**src/rtl/bus_xcvr_pkg.sv**
```systemverilog
package bus_xcvr_pkg;

    // Which source a direction forwards to the far bus.
    typedef enum logic {
        SRC_LIVE   = 1'b0,
        SRC_STORED = 1'b1
    } src_sel_e;

    // Per-direction control after enable-polarity decode.
    typedef struct packed {
        logic     drive;  // far side is driven by this direction
        src_sel_e src;    // live or stored data
        logic     cap;    // capture strobe for the home-side register
    } dir_ctrl_t;

    localparam int unsigned NUM_DIRS = 2;

    // Turns an enable pin level into a "drive" flag, given its polarity.
    function automatic logic enable_active(input logic level, input logic act_low);
        return act_low ? ~level : level;
    endfunction

endpackage

```
**src/rtl/bus_xcvr_store_reg.sv**
```systemverilog
module bus_xcvr_store_reg #(
    parameter int unsigned W = 8
) (
    input  logic         clk,
    input  logic         rst,
    input  logic         load,
    input  logic [W-1:0] d,
    output logic [W-1:0] q
);

    always_ff @(posedge clk) begin
        if (rst) begin
            q <= '0;
        end else if (load) begin
            q <= d;
        end
    end

    // no strobe, no change
    assert_hold_R5: assert property (@(posedge clk) disable iff (rst)
        !load |=> $stable(q));

endmodule

```
**src/rtl/bus_xcvr_lane.sv**
```systemverilog
// One transfer direction: the register of its home side plus the source mux
// that feeds the far side.
module bus_xcvr_lane
    import bus_xcvr_pkg::*;
#(
    parameter int unsigned W = 8
) (
    input  logic         clk,
    input  logic         rst,
    input  dir_ctrl_t    ctrl,
    input  logic [W-1:0] home_in,      // external value on the home bus
    input  logic         home_drv,     // home bus driven by the opposite lane
    input  logic [W-1:0] home_drv_val, // value the opposite lane drives
    output logic [W-1:0] q,
    output logic [W-1:0] far_out,
    output logic [W-1:0] far_oe
);

    logic [W-1:0] home_bus;

    // What is physically present on the home bus this cycle.
    always_comb begin
        home_bus = home_drv ? home_drv_val : home_in;
    end

    bus_xcvr_store_reg #(.W(W)) u_reg (
        .clk  (clk),
        .rst  (rst),
        .load (ctrl.cap),
        .d    (home_bus),
        .q    (q)
    );

    always_comb begin
        unique case (ctrl.src)
            SRC_LIVE:   far_out = home_in;
            SRC_STORED: far_out = q;
            default:    far_out = home_in;
        endcase
        far_oe = {W{ctrl.drive}};
    end

    assert_cap_undriven_R5: assert property (@(posedge clk) disable iff (rst)
        (ctrl.cap && !home_drv) |=> (q == $past(home_in)));

    assert_cap_driven_R7: assert property (@(posedge clk) disable iff (rst)
        (ctrl.cap && home_drv) |=> (q == $past(home_drv_val)));

    assert_oe_uniform_R2: assert property (@(posedge clk) disable iff (rst)
        ($countones(far_oe) == 0) || ($countones(far_oe) == W));

endmodule

```
**src/rtl/bus_xcvr_half.sv**
```systemverilog
module bus_xcvr_half
    import bus_xcvr_pkg::*;
#(
    parameter int unsigned W = 8
) (
    input  logic         clk,
    input  logic         rst,
    input  logic [W-1:0] a_in,
    output logic [W-1:0] a_out,
    output logic [W-1:0] a_oe,
    input  logic [W-1:0] b_in,
    output logic [W-1:0] b_out,
    output logic [W-1:0] b_oe,
    input  logic         oe_ab,
    input  logic         oe_ba_n,
    input  logic         sel_ab,
    input  logic         sel_ba,
    input  logic         cap_ab,
    input  logic         cap_ba
);

    // Index 0: side A (lane A->B), index 1: side B (lane B->A).
    dir_ctrl_t    ctrl    [NUM_DIRS];
    logic [W-1:0] side_in [NUM_DIRS];
    logic [W-1:0] lane_q  [NUM_DIRS];
    logic [W-1:0] lane_out[NUM_DIRS];
    logic [W-1:0] lane_oe [NUM_DIRS];

    always_comb begin
        ctrl[0] = '{drive: enable_active(oe_ab, 1'b0),
                    src:   src_sel_e'(sel_ab),
                    cap:   cap_ab};
        ctrl[1] = '{drive: enable_active(oe_ba_n, 1'b1),
                    src:   src_sel_e'(sel_ba),
                    cap:   cap_ba};
        side_in[0] = a_in;
        side_in[1] = b_in;
    end

    for (genvar g = 0; g < NUM_DIRS; g++) begin : g_lane
        localparam int unsigned OPP = NUM_DIRS - 1 - g;
        bus_xcvr_lane #(.W(W)) u_lane (
            .clk          (clk),
            .rst          (rst),
            .ctrl         (ctrl[g]),
            .home_in      (side_in[g]),
            .home_drv     (ctrl[OPP].drive),
            .home_drv_val (lane_out[OPP]),
            .q            (lane_q[g]),
            .far_out      (lane_out[g]),
            .far_oe       (lane_oe[g])
        );
    end

    // Lane A->B drives side B; lane B->A drives side A.
    assign b_out = lane_out[0];
    assign b_oe  = lane_oe[0];
    assign a_out = lane_out[1];
    assign a_oe  = lane_oe[1];

    assert_swap_R9: assert property (@(posedge clk) disable iff (rst)
        (cap_ab && cap_ba && oe_ab && !oe_ba_n && sel_ab && sel_ba)
        |=> ((lane_q[0] == $past(lane_q[1])) && (lane_q[1] == $past(lane_q[0]))));

    assert_isolation_R10: assert property (@(posedge clk) disable iff (rst)
        (!oe_ab && oe_ba_n) |-> ((a_oe == '0) && (b_oe == '0)));

endmodule

```
**config.mk**
```make
export PLATFORM = sky130hd
export DESIGN_NAME = bus_xcvr_half
export DESIGN_NICKNAME = d
export VERILOG_FILES = /design/src/rtl/bus_xcvr_pkg.sv /design/src/rtl/bus_xcvr_store_reg.sv /design/src/rtl/bus_xcvr_lane.sv /design/src/rtl/bus_xcvr_half.sv
export SDC_FILE = /design/constraint.sdc
export NUM_CORES = 1
export LEC_CHECK = 0
export CORE_MARGIN = 3
export CORE_UTILIZATION = 44
export CTS_CLUSTER_SIZE = 14
export DETAILED_ROUTE_END_ITERATION = 10
export GPL_ROUTABILITY_DRIVEN = 0
export PLACE_DENSITY = 0.85
export SLEW_MARGIN = 20
export SYNTH_ARGS = -nofsm -noshare
export SYNTH_HDL_FRONTEND = slang
export SYNTH_SLANG_ARGS = --single-unit
```
**constraint.sdc**
```tcl
create_clock -name clk -period 4.34 [get_ports clk]
set_input_delay 1.302 -clock clk [delete_from_list [all_inputs] [get_ports clk]]
set_output_delay 1.302 -clock clk [all_outputs]
set_load 0.01 [all_outputs]
```
# After elaboration in Yosys (flattened, before gate mapping)
# Cells that the tools add are included.
totals:
  output_inout_bits: 32
  wordCells: 9
  reg_bits: 16
  inputBits: 24
classes:
  bitwise_logic: 3
  muxes: 4
op_table:
  columns: ["operator", "n"]
  rows:
  - ["one-hot mux 8 bit (2 select lines)", 2]
  - ["two-way mux 8 bit", 2]
  - ["NOT 1 bit", 3]

# Logic depth before layout (Yosys ltp)
depth:
  ltp_word: 3
  depth_mapped: 4
  depth_no_buf: 2

# Cells and area by module
# From an unflattened synthesis, not the netlist that was laid out.
unflattened:
  cells_unflattened: 105
  hier_area_um2: 1219.9
by_module_without_submodules:
  columns: ["mod", "cells_each", "seq_area_each_um2", "area_each_um2", "n_inst"]
  rows:
  - ["bus_xcvr_lane", 26, 0.0, 322.8, 2]
  - ["bus_xcvr_store_reg", 26, 160.2, 285.3, 2]
  - ["bus_xcvr_half", 1, 0.0, 3.8, 1]

# Worst setup path after synthesis
# No wires, ideal clock.
synth_path:
  kind: "in2out"
  from: "input port oe_ba_n"
  to: "output port a_oe[0]"
  required_time_ns: 3.038
  setup_slack_ns: 1.158
  arrival_time_ns: 1.880
  path_stages: 3
  n_path_buf: 2
  cell_sequence: "clkbuf_1 > inv_1 > buf_4"
synth_between:
  elab_chain_cells: 1
synth_rtl:
  columns: ["item", "line_no", "source"]
  rows:
  - ["start: declaration", "bus_xcvr_half.sv:15", "input logic oe_ba_n,"]
  - ["NOT 1 bit", "bus_xcvr_pkg.sv:20", "return act_low ? ~level : level;"]
  - ["end: declaration", "bus_xcvr_half.sv:10", "output logic [W-1:0] a_oe,"]
# Every way passes these cells.

# Worst setup path in the final report
layout_path:
  from: "input port sel_ab"
  to: "output port b_out[1]"
layout_between:
  elab_chain_cells: 2
layout_rtl:
  columns: ["item", "line_no", "source"]
  rows:
  - ["start: declaration", "bus_xcvr_half.sv:16", "input logic sel_ab,"]
  - ["NOT 1 bit", "bus_xcvr_lane.sv:35", "unique case (ctrl.src)"]
  - ["one-hot mux 8 bit (2 select lines) (*)", "bus_xcvr_lane.sv:35", null]
  - ["end: declaration", "bus_xcvr_half.sv:12", "output logic [W-1:0] b_out,"]
# Every way passes the cells marked *; elsewhere a longest branch is shown, timed or not.

==> summary.md <==
| Metric | Value |
|---|---|
| Setup_tns | `0 ns` |
| Crit Path Class | `input pin to output port` |
| Biggest register | `g_lane.u_lane.u_reg.q` |
| Post-DP HPWL | `2.07 mm` |
| Mapped Area | `1190 um2` |
| Vias per cell | `5.61` |
| Final hold vios | `0` |
| Final WL | `2.90 mm` |
| Reg power frac | `0.406` |
| Worst VDD drop | `0.162 mV` |
| Tot Pwr | `396 uW` |
| GRT Util Overall | `0.180` |
| Syn Inst Count | `108` |
| Global-route wire length before repair | `4.72 mm` |
| Area contributors post-synth | `dfxtp_1, mux2_2, a211o_1, buf_4, nor3b_1` |
| Relative slew slack | `0.466` |
| Hold Crit Endpoint | `g_lane[0].u_lane.u_reg.q[4]` |
| Root Buffer | `clkbuf_4` |
| P_sw | `107 uW` |
| Area of placed instances | `1600 um2` |
| Fmax achieved | `0.244 GHz` |
| Critical Path Source Type | `input pin` |
| CP Cell Sequence | `clkdlybuf4s50_1, buf_4, mux2_2, clkdlybuf4s50_1` |
| Vias post-DR | `987` |
| FF-to-FF End | `g_lane[0].u_lane.u_reg.q[5]` |
| CTS H-tree depth | `1` |
| Setup Viol. Count Final | `0` |
| Initial DRC Count | `16` |
| Status | `finished clean` |
| Area share of the largest cell type after synthesis | `0.268` |
| Hold depth | `2` |
| Yosys cell types | `16` |
| Worst hold slack | `0.605 ns` |
| Pleak | `0.000747 uW` |
| Antenna Violating Nets Remaining | `0` |
| Die Ht | `58.1 um` |
| Final Util | `0.648` |
| Hold_buf cts | `0` |
| Die area | `3380 um2` |
| RR Startpoint | `g_lane[1].u_lane.u_reg.q[5]` |
| Vias in the first global route | `995` |
| Initial antenna violation count | `0` |
| Critical path's most frequent cell | `clkdlybuf4s50_1` |
| Comb power frac | `0.336` |
| Syn-to-layout area delta | `36.8%` |
| Post-cts sizing count | `0` |
| CP max stage cell | `clkdlybuf4s50_1` |
| Syn. warnings | `0` |
| Fin crit share | `0.946` |
| DR WL/cell | `16.4 um` |
| Worst Setup End Kind | `output port` |
| DIE WIDTH | `58.1 um` |
| DRT Pass-1 Iters | `4` |
| Diode count | `0` |
| Port bufs | `55` |
| P_int | `290 uW` |
| Core Region | `2520 um2` |
| Clock sink total | `16` |
| Worst hold path class | `flop to flop` |
| Yosys reg bits | `16` |
| CP required | `3.04 ns` |
| Final slew viol count | `0` |
| Synth area leader | `dfxtp_1` |
| Crit path buffers/inverters | `3` |
| Reg-to-reg slack, setup | `3.35 ns` |
| CP Max Fanout | `8` |
| Least-Margin Pin Slew | `0.799 ns` |
| FILL cells | `218` |
| Max incr delay on CP | `0.49 ns` |
| Post-CTS Setup Bufs | `0` |
| Post-synthesis area per instance | `11.1 um2` |
| Sequential share of the synthesized area | `0.268` |
| Initial Util | `0.474` |
| Synthesized net count | `132` |
| Row cnt | `18` |
| DR DRC count | `0` |
| Post-layout instance area | `1630 um2` |
| Unrepaired setup endpoints after global routing | `no` |
| Largest net degree at the start of global routing | `27` |
| Largest register FFs | `16` |
| Worst Skew | `0.00595 ns` |
| Hold Path Origin | `g_lane[1].u_lane.u_reg.q[4]` |
| Global route overflow | `0` |
| Top flop regs | `g_lane.u_lane.u_reg.q: 16 flops` |
| Power per cell area | `243 nW/um2` |
| Clock transition at path regs | `0.10 ns` |
| Share of post-route cells with drive strength above 1 | `0.199` |
| Path depth of the worst reg2reg path | `2` |
| Max Root-Sink Buffers | `2` |
| Max Cap Violations | `0` |
| Num ports | `56` |
| Sw frac | `0.269` |
| Top Family by Delay on Critical Path | `buffers and inverters` |
| Nets@finish | `171` |
| Clock latency at the later pin of the worst-skew pair | `0.29 ns` |
| CTS buffer count | `3` |
| Critical Path AT | `2.80 ns` |
| Min Tclk post-route | `4.11 ns` |
| CTS tree | `done` |
| Clock power share | `0.258` |
-- cell usage after synthesis (all sizes together) --
cell and n:
and4bb 8, and3b 1, clkbuf 4, dfxtp 16, a211o 16, nor3b 17, and4b 8, inv 1
buf 21, mux2 16
-- metrics by stage --
step / setup slack [ns] / instances
2_1_floorplan: 1.16 / 108
3_3_place_gp: 0.247 / 172
3_5_place_dp: 0.240 / 172
4_1_cts: 0.233 / 176
5_1_grt: 0.183 / 176
6_report: 0.235 / 176
-- power by group through the flow --
stage / clock network (uW) / registers [uW] / logic, uW
2_1_floorplan: 0 / 163 / 75.2
6_report: 102 / 161 / 133
4_1_cts: 104 / 161 / 134
5_1_grt: 108 / 162 / 142
3_5_place_dp: 0 / 164 / 133
3_3_place_gp: 0 / 163 / 131
-- per-layer routing --
| metal | vias up | routed length, um | global-route usage |
|---|---|---|---|
| met5 | - | 0 | 0 |
| li1 | 473 | - | - |
| met3 | 4 | 193 | 0.0223 |
| met4 | 0 | 38 | 0.0795 |
| met2 | 47 | 1350 | 0.289 |
| met1 | 463 | 1310 | 0.242 |
-- worst max path at each step --
stage             from       end  slack [ns]  depth (start not counted)
6_report        sel_ab  b_out[1]        0.23                          4
5_1_grt         sel_ba  a_out[6]        0.18                          4
4_1_cts         sel_ab  b_out[1]        0.23                          4
3_5_place_dp    sel_ba  a_out[6]        0.24                          4
3_3_place_gp    sel_ab  b_out[1]        0.25                          4
2_1_floorplan  oe_ba_n   a_oe[0]        1.16                          3
-- cell type report --
| class | instances | area [um2] | area share |
|---|---|---|---|
| Clock buffer | 4 | 36.3 | 0.0222 |
| Inverter | 1 | 3.75 | 0.00230 |
| Multi-Input combinational cell | 66 | 656 | 0.401 |
| Sequential cell | 16 | 320 | 0.196 |
| Tap cell | 30 | 37.5 | 0.0230 |
| Timing Repair Buffer | 59 | 581 | 0.355 |
-- cell usage in the layout (no fill, tap or decap), types with 2 or more instances in the layout --
cell and n:
clkbuf_4 3, and4b_1 8, mux2_2 14, clkdlybuf4s50_1 55, a211o_1 16, buf_4 4, dfxtp_1 16, mux2_4 2
and4bb_1 4, and4bb_2 4, nor3b_1 16
-- logic make-up (layout without fill, tap and decap cells) --
family	count (synthesis)	in the layout	synth area share
and+or+nand+nor	34	34	0.274
buffers and inverters	26	64	0.183
AOI/OAI and AO/OA	16	16	0.117
muxes	16	16	0.157
DFF	16	16	0.268
-- worst register-to-register path: stages, from the launching register on --
cell and delay, ns:
dfxtp_1 0.33, mux2_4 0.27, a211o_1 0.29
Power figures use the tool's default switching activity.
